===== src/rtl/vx_pkg.sv =====
package vx_pkg;
  localparam int REG_W = 5;
  localparam int OPC_W = 4;
  localparam int NREG  = 1 << REG_W;

  typedef struct packed {
    logic [OPC_W-1:0] opc;
    logic [REG_W-1:0] rd;
    logic [REG_W-1:0] rs1;
    logic [REG_W-1:0] rs2;
  } uop_t;
endpackage


===== src/rtl/vx_flag_table.sv =====
module vx_flag_table
  import vx_pkg::*;
(
  input  logic             clk,
  input  logic             rst_n,
  input  logic             we,
  input  logic [REG_W-1:0] widx,
  input  logic             wval,
  output logic [NREG-1:0]  flags
);
  logic [NREG-1:0] flags_q, flags_d;

  always_comb begin
    flags_d = flags_q;
    if (we) flags_d[widx] = wval;
  end

  always_ff @(posedge clk or negedge rst_n) begin
    if (!rst_n) flags_q <= '0;
    else if (we) flags_q <= flags_d;
  end

  assign flags = flags_q;
endmodule


===== src/rtl/vx_fifo.sv =====
module vx_fifo
  import vx_pkg::*;
#(
  parameter int DEPTH = 4
) (
  input  logic clk,
  input  logic rst_n,
  input  logic push,
  input  uop_t wdata,
  output logic full,
  output logic valid,
  input  logic pop,
  output uop_t rdata
);
  localparam int AW = (DEPTH > 1) ? $clog2(DEPTH) : 1;
  localparam int CW = $clog2(DEPTH + 1);

  uop_t mem [DEPTH];
  logic [AW-1:0] wp_q, wp_d, rp_q, rp_d;
  logic [CW-1:0] cnt_q, cnt_d;
  logic do_push, do_pop;

  assign full    = (cnt_q == CW'(DEPTH));
  assign valid   = (cnt_q != '0);
  assign do_push = push && !full;
  assign do_pop  = pop && valid;

  always_comb begin
    wp_d  = wp_q;
    rp_d  = rp_q;
    cnt_d = cnt_q;
    if (do_push) wp_d = (wp_q == AW'(DEPTH - 1)) ? '0 : wp_q + AW'(1);
    if (do_pop)  rp_d = (rp_q == AW'(DEPTH - 1)) ? '0 : rp_q + AW'(1);
    case ({do_push, do_pop})
      2'b10:   cnt_d = cnt_q + CW'(1);
      2'b01:   cnt_d = cnt_q - CW'(1);
      default: cnt_d = cnt_q;
    endcase
  end

  always_ff @(posedge clk or negedge rst_n) begin
    if (!rst_n) begin
      wp_q  <= '0;
      rp_q  <= '0;
      cnt_q <= '0;
    end else begin
      wp_q  <= wp_d;
      rp_q  <= rp_d;
      cnt_q <= cnt_d;
    end
  end

  always_ff @(posedge clk) begin
    if (do_push) mem[wp_q] <= wdata;
  end

  assign rdata = mem[rp_q];
endmodule


===== src/rtl/vx_seq.sv =====
module vx_seq
  import vx_pkg::*;
#(
  parameter int VL_W = 6
) (
  input  logic             clk,
  input  logic             rst_n,
  input  logic             in_valid,
  output logic             in_ready,
  input  uop_t             in_uop,
  input  logic [VL_W-1:0]  in_vl,
  input  logic [NREG-1:0]  flags,
  input  logic             fifo_full,
  output logic             push,
  output uop_t             push_uop,
  output logic             exc,
  output logic             busy
);
  localparam int SUM_W = ((REG_W > VL_W) ? REG_W : VL_W) + 1;
  localparam int NOPS  = 3;

  typedef enum logic {S_IDLE, S_RUN} st_t;

  st_t                          st_q, st_d;
  logic [OPC_W-1:0]             opc_q;
  logic [NOPS-1:0][REG_W-1:0]   base_q;
  logic [NOPS-1:0]              vmask_q;
  logic [VL_W-1:0]              vl_q, idx_q, idx_d;
  logic [NOPS-1:0][REG_W-1:0]   in_base;
  logic [NOPS-1:0]              in_vmask;
  logic [NOPS-1:0][REG_W-1:0]   elem_reg;
  logic [NOPS-1:0]              elem_ovf;
  logic                         accept, load_en, step_en, last, ovf;

  assign in_base = {in_uop.rd, in_uop.rs1, in_uop.rs2};

  for (genvar g = 0; g < NOPS; g++) begin : g_op
    logic [SUM_W-1:0] sum;
    assign in_vmask[g] = flags[in_base[g]];
    assign sum         = SUM_W'(base_q[g]) + (vmask_q[g] ? SUM_W'(idx_q) : '0);
    assign elem_reg[g] = sum[REG_W-1:0];
    assign elem_ovf[g] = |sum[SUM_W-1:REG_W];
  end

  assign in_ready = (st_q == S_IDLE) && !fifo_full;
  assign accept   = in_valid && in_ready;
  assign busy     = (st_q == S_RUN);
  assign ovf      = busy && (|elem_ovf);
  assign exc      = ovf;
  assign push     = busy && !ovf && !fifo_full;
  assign last     = (idx_q == vl_q - VL_W'(1));
  assign load_en  = accept && (in_vl != '0);
  assign step_en  = push;

  assign push_uop = '{opc: opc_q, rd: elem_reg[2], rs1: elem_reg[1], rs2: elem_reg[0]};

  always_comb begin
    st_d  = st_q;
    idx_d = idx_q;
    case (st_q)
      S_IDLE: begin
        if (load_en) begin
          st_d  = S_RUN;
          idx_d = '0;
        end
      end
      S_RUN: begin
        if (ovf) begin
          st_d = S_IDLE;
        end else if (step_en) begin
          if (last) st_d = S_IDLE;
          else      idx_d = idx_q + VL_W'(1);
        end
      end
      default: st_d = S_IDLE;
    endcase
  end

  always_ff @(posedge clk or negedge rst_n) begin
    if (!rst_n) begin
      st_q  <= S_IDLE;
      idx_q <= '0;
    end else begin
      st_q  <= st_d;
      idx_q <= idx_d;
    end
  end

  always_ff @(posedge clk or negedge rst_n) begin
    if (!rst_n) begin
      opc_q   <= '0;
      base_q  <= '0;
      vmask_q <= '0;
      vl_q    <= '0;
    end else if (load_en) begin
      opc_q   <= in_uop.opc;
      base_q  <= in_base;
      vmask_q <= in_vmask;
      vl_q    <= in_vl;
    end
  end
endmodule


===== src/rtl/vec_expander.sv =====
module vec_expander
  import vx_pkg::*;
#(
  parameter int VL_W       = 6,
  parameter int FIFO_DEPTH = 4
) (
  input  logic             clk,
  input  logic             rst_n,
  input  logic             flag_we,
  input  logic [REG_W-1:0] flag_idx,
  input  logic             flag_val,
  input  logic             in_valid,
  output logic             in_ready,
  input  logic [OPC_W-1:0] in_opc,
  input  logic [REG_W-1:0] in_rd,
  input  logic [REG_W-1:0] in_rs1,
  input  logic [REG_W-1:0] in_rs2,
  input  logic [VL_W-1:0]  in_vl,
  output logic             out_valid,
  input  logic             out_ready,
  output logic [OPC_W-1:0] out_opc,
  output logic [REG_W-1:0] out_rd,
  output logic [REG_W-1:0] out_rs1,
  output logic [REG_W-1:0] out_rs2,
  output logic             exc_o,
  output logic             busy_o
);
  logic [NREG-1:0] flags;
  logic            fifo_full, push;
  uop_t            push_uop, head, in_uop;

  assign in_uop = '{opc: in_opc, rd: in_rd, rs1: in_rs1, rs2: in_rs2};

  vx_flag_table u_flags (
    .clk(clk), .rst_n(rst_n), .we(flag_we), .widx(flag_idx),
    .wval(flag_val), .flags(flags)
  );

  vx_seq #(.VL_W(VL_W)) u_seq (
    .clk(clk), .rst_n(rst_n), .in_valid(in_valid), .in_ready(in_ready),
    .in_uop(in_uop), .in_vl(in_vl), .flags(flags), .fifo_full(fifo_full),
    .push(push), .push_uop(push_uop), .exc(exc_o), .busy(busy_o)
  );

  vx_fifo #(.DEPTH(FIFO_DEPTH)) u_fifo (
    .clk(clk), .rst_n(rst_n), .push(push), .wdata(push_uop),
    .full(fifo_full), .valid(out_valid), .pop(out_ready), .rdata(head)
  );

  assign out_opc = head.opc;
  assign out_rd  = head.rd;
  assign out_rs1 = head.rs1;
  assign out_rs2 = head.rs2;
endmodule


===== config.mk =====
export PLATFORM = sky130hd
export DESIGN_NAME = vec_expander
export DESIGN_NICKNAME = d
export VERILOG_FILES = /design/src/rtl/vx_pkg.sv /design/src/rtl/vx_flag_table.sv /design/src/rtl/vx_fifo.sv /design/src/rtl/vx_seq.sv /design/src/rtl/vec_expander.sv
export SDC_FILE = /design/constraint.sdc
export NUM_CORES = 1
export LEC_CHECK = 0
export ABC_AREA = 1
export BUFFER_PORTS_ARGS = -buffer_cell sky130_fd_sc_hd__buf_4
export CAP_MARGIN = 20
export CELL_PAD_IN_SITES_DETAIL_PLACEMENT = 1
export CELL_PAD_IN_SITES_GLOBAL_PLACEMENT = 1
export CORE_AREA = 2 2 142 144
export CTS_BUF_LIST = sky130_fd_sc_hd__clkbuf_16
export DETAILED_ROUTE_END_ITERATION = 8
export DIE_AREA = 0 0 144 146
export PLACE_DENSITY_LB_ADDON = 0.1
export SLEW_MARGIN = 20
export SYNTH_ARGS = -nofsm -noshare
export SYNTH_HDL_FRONTEND = slang
export SYNTH_HIERARCHICAL = 1
export SYNTH_SLANG_ARGS = --single-unit

===== constraint.sdc =====
create_clock -name clk -period 4.4 [get_ports clk]
set_input_delay 0.88 -clock clk [delete_from_list [all_inputs] [get_ports clk]]
set_output_delay 0.88 -clock clk [all_outputs]
set_load 0.02 [all_outputs]

==> results.cfg <==
[status]
status = completed

[power_and_ir_drop]
combPwrFrac = 0.394
leakage_nw = 4.60
netSwitchingFraction = 0.411
irDropWorstVdd_uv = 291
seqPwrFrac = 0.394
p_int_mw = 3.87
power.total_mw = 6.57
clock_power_share = 0.211
powerDensity_mw_per_mm2 = 686
switchingPower_mw = 2.70

[clock_tree]
cts_buffer_depth = 2
cts_max_level = 4
post_cts_buffers = 0
cts_tree = built
cts-root-buf = clkbuf_16
cts_hold_buf = 0
clk_pin_slew_worst_paths_ns = 0.07
cts_sinks = 150
clk-insertion-delay-late_ns = 0.43
post_cts_resized = 0
numCtsBuffers = 17

[critical_path]
setup.worst_path.start_class = register
end_kind = output port
path_buf_inv = 2
critPathKind = reg2out
required_ns = 3.52
crit_top_cell = nand2_1
path_max_fanout = 8
crit_family = simple AND/OR/NAND/NOR gates
worst_path_max_delay_cell = dfrtp_1
cp_cell_sequence = nand2_1 > inv_1 > ha_1 > fa_1 > nand3_1 > nand3_1 > nand2_1 > nand2_1 > nand2_1 > nand2_1 > nor2_1 > and2_1 > nor2_1 > buf_4
arrival_ns = 2.71
slowest_delay_ns = 0.48

[min_path]
hold_class = in2async

[placed_design]
gp_congestion = 0.777
port_buffers = 58
place_inst = 1288
dpl.hpwl_microns = 15600

[logic_synthesis]
synth_edf_count = 76
synth_nets = 1063
netlist_area_sq_mm = 0.00844
ys.flop_type = edfxtp_1
async_flop_share = 0.493
syn_inst = 1000
avgSynthCellArea_sq_um = 8.44
ys_ff_latch = 150
ys_seq_area_frac = 0.490
yosysUniqueCellTypes = 38
yosysWarnings = 6

[final_layout]
nets = 1105
drive_above_1_share = 0.134
antenna_cells = 0
final_cell_mix = nand2_1 (331), inv_1 (120), nand3_1 (100), edfxtp_1 (76), dfrtp_1 (73)
syn2layout_area_growth_pct = 13.4
final_common_cell = nand2_1
final_cells = 1320

[route]
dr_total_vias = 6756
wl_microns = 21700
antenna_left = 0
drc_errors = 0
wl_per_cell_microns = 16.4
drt_iter0_drc = 282
first_pass_iters = 5
vias_per_cell = 5.12

[global_routing]
grt_use_total = 0.220
grt_start_max_net_pins = 49
overflow = 0
antenna_found_initial = 0
grt_pass1_vias = 6851
grt_pass1_wl_microns = 35700

[timing]
slew_headroom = 0.401
hold_viol_final = 0
setup-tns-final_ns = 0
finalSetupViolations = 0
rsz0062_at_grt = false
tightestPinTransition_ns = 0.898
period_share = 0.816
fmax_mhz = 279
layout_min_cycle_time_ns = 3.59
clock_skew_ns = 0.0111
maxSlewViolCount = 0

[die]
ios = 59
die_h_microns = 146
dieArea_sq_mm = 0.0210
std_cell_rows = 51
die_w_microns = 144
initial_core_util = 0.436
core-area_sq_mm = 0.0193

[job]
cap_viol_max_count = 0
kinds of logic (layout without fill, tap and decap cells):
family | count (synthesis) | in the layout | synth area share
xor gates and xnor gates | 14 | 14 | 0.0145
buffers and inverters | 171 | 226 | 0.0890
and+or+nand+nor | 499 | 499 | 0.251
adders and majority gates | 27 | 27 | 0.0436
AOI/OAI and AO/OA | 139 | 139 | 0.112
DFF | 150 | 150 | 0.490
flip-flops by register name, summed over array words and instances (netlist names):
name	cells
u_fifo/mem	76
u_fifo/rp_q	2
u_seq/idx_q	6
u_seq/vmask_q	3
u_flags/flags	32
u_seq/busy	1
u_seq/opc_q	4
u_fifo/cnt_q	3
u_fifo/wp_q	2
u_seq/vl_q	6
u_seq/base_q	15
cell usage after synthesis (2+ instances only):
| library cell | count | area, sq um |
|---|---|---|
| xor2_1 | 9 | 78.8 |
| ha_1 | 23 | 288 |
| xnor2_1 | 5 | 43.8 |
| dfrtp_1 | 74 | 1850 |
| nor3_1 | 3 | 15.0 |
| nand3_2 | 3 | 30.0 |
| buf_12 | 2 | 40.0 |
| nand2_1 | 331 | 1240 |
| inv_2 | 7 | 26.3 |
| o211ai_2 | 19 | 238 |
| nor2_2 | 2 | 12.5 |
| buf_6 | 4 | 45.0 |
| a21oi_1 | 33 | 165 |
| nor2_4 | 4 | 45.0 |
| fa_1 | 4 | 80.1 |
| o221ai_1 | 2 | 17.5 |
| nand3_1 | 100 | 500 |
| buf_4 | 3 | 22.5 |
| inv_1 | 119 | 447 |
| nand2_2 | 4 | 25.0 |
| nor3b_1 | 2 | 15.0 |
| nand2_4 | 2 | 22.5 |
| clkbuf_1 | 17 | 63.8 |
| o211ai_1 | 39 | 293 |
| o21ai_0 | 44 | 220 |
| nand4_1 | 4 | 25.0 |
| edfxtp_1 | 76 | 2280 |
| buf_2 | 17 | 85.1 |
| nor2_1 | 37 | 139 |
| nand3b_1 | 3 | 22.5 |
power by group through the flow:
stage | combinational [mW] | sequential [mW] | clock (mW)
6_report | 2.59 | 2.59 | 1.39
4_1_cts | 2.65 | 2.60 | 1.42
5_1_grt | 2.93 | 2.66 | 1.49
2_1_floorplan | 1.90 | 2.44 | 0
3_3_place_gp | 2.53 | 2.60 | 0
3_5_place_dp | 2.63 | 2.62 | 0
final cells by class:
type	count	area [sq um]
Fill cell	2339	9760
Multi-Input combinational cell	679	3550
Clock inverter	15	141
Inverter	127	479
Sequential cell	150	4140
Timing Repair Buffer	67	503
Clock buffer	17	425
Tap cell	265	332
per-stage QoR:
step	area (sq um)	util	setup WS (ns)	hold slack, ns
after floorplan	8440	-	0.981	0.441
after global placement	9000	0.466	0.987	0.455
after detailed placement	9000	0.466	0.798	0.462
after CTS	9570	0.495	0.772	0.479
after global routing	9570	0.495	0.462	0.507
final	9570	0.495	0.810	0.464
path summary, 6_finish.rpt:
check	start	slack [ns]	endpoint	cells past startpoint
min reg2reg	u_flags/flags[27]	0.48	u_flags/flags[27]	2
min	rst_n	0.46	u_flags/flags[25]	1
max	u_seq/idx_q[0]	0.81	exc_o	14
max reg2reg	u_seq/idx_q[0]	0.86	u_fifo/cnt_q[1]	19
max in group asynchronous	rst_n	3.07	u_seq/base_q[1]	2
min in group clk	u_flags/flags[27]	0.48	u_flags/flags[27]	2
routing by layer:
layer,track usage,vias up,wire length (microns)
met5,0,-,0
met4,0.0490,0,201
met3,0.0421,15,523
met2,0.379,86,11100
met1,0.286,3288,9840
li1,-,3367,-
Power figures use the tool's default switching activity.
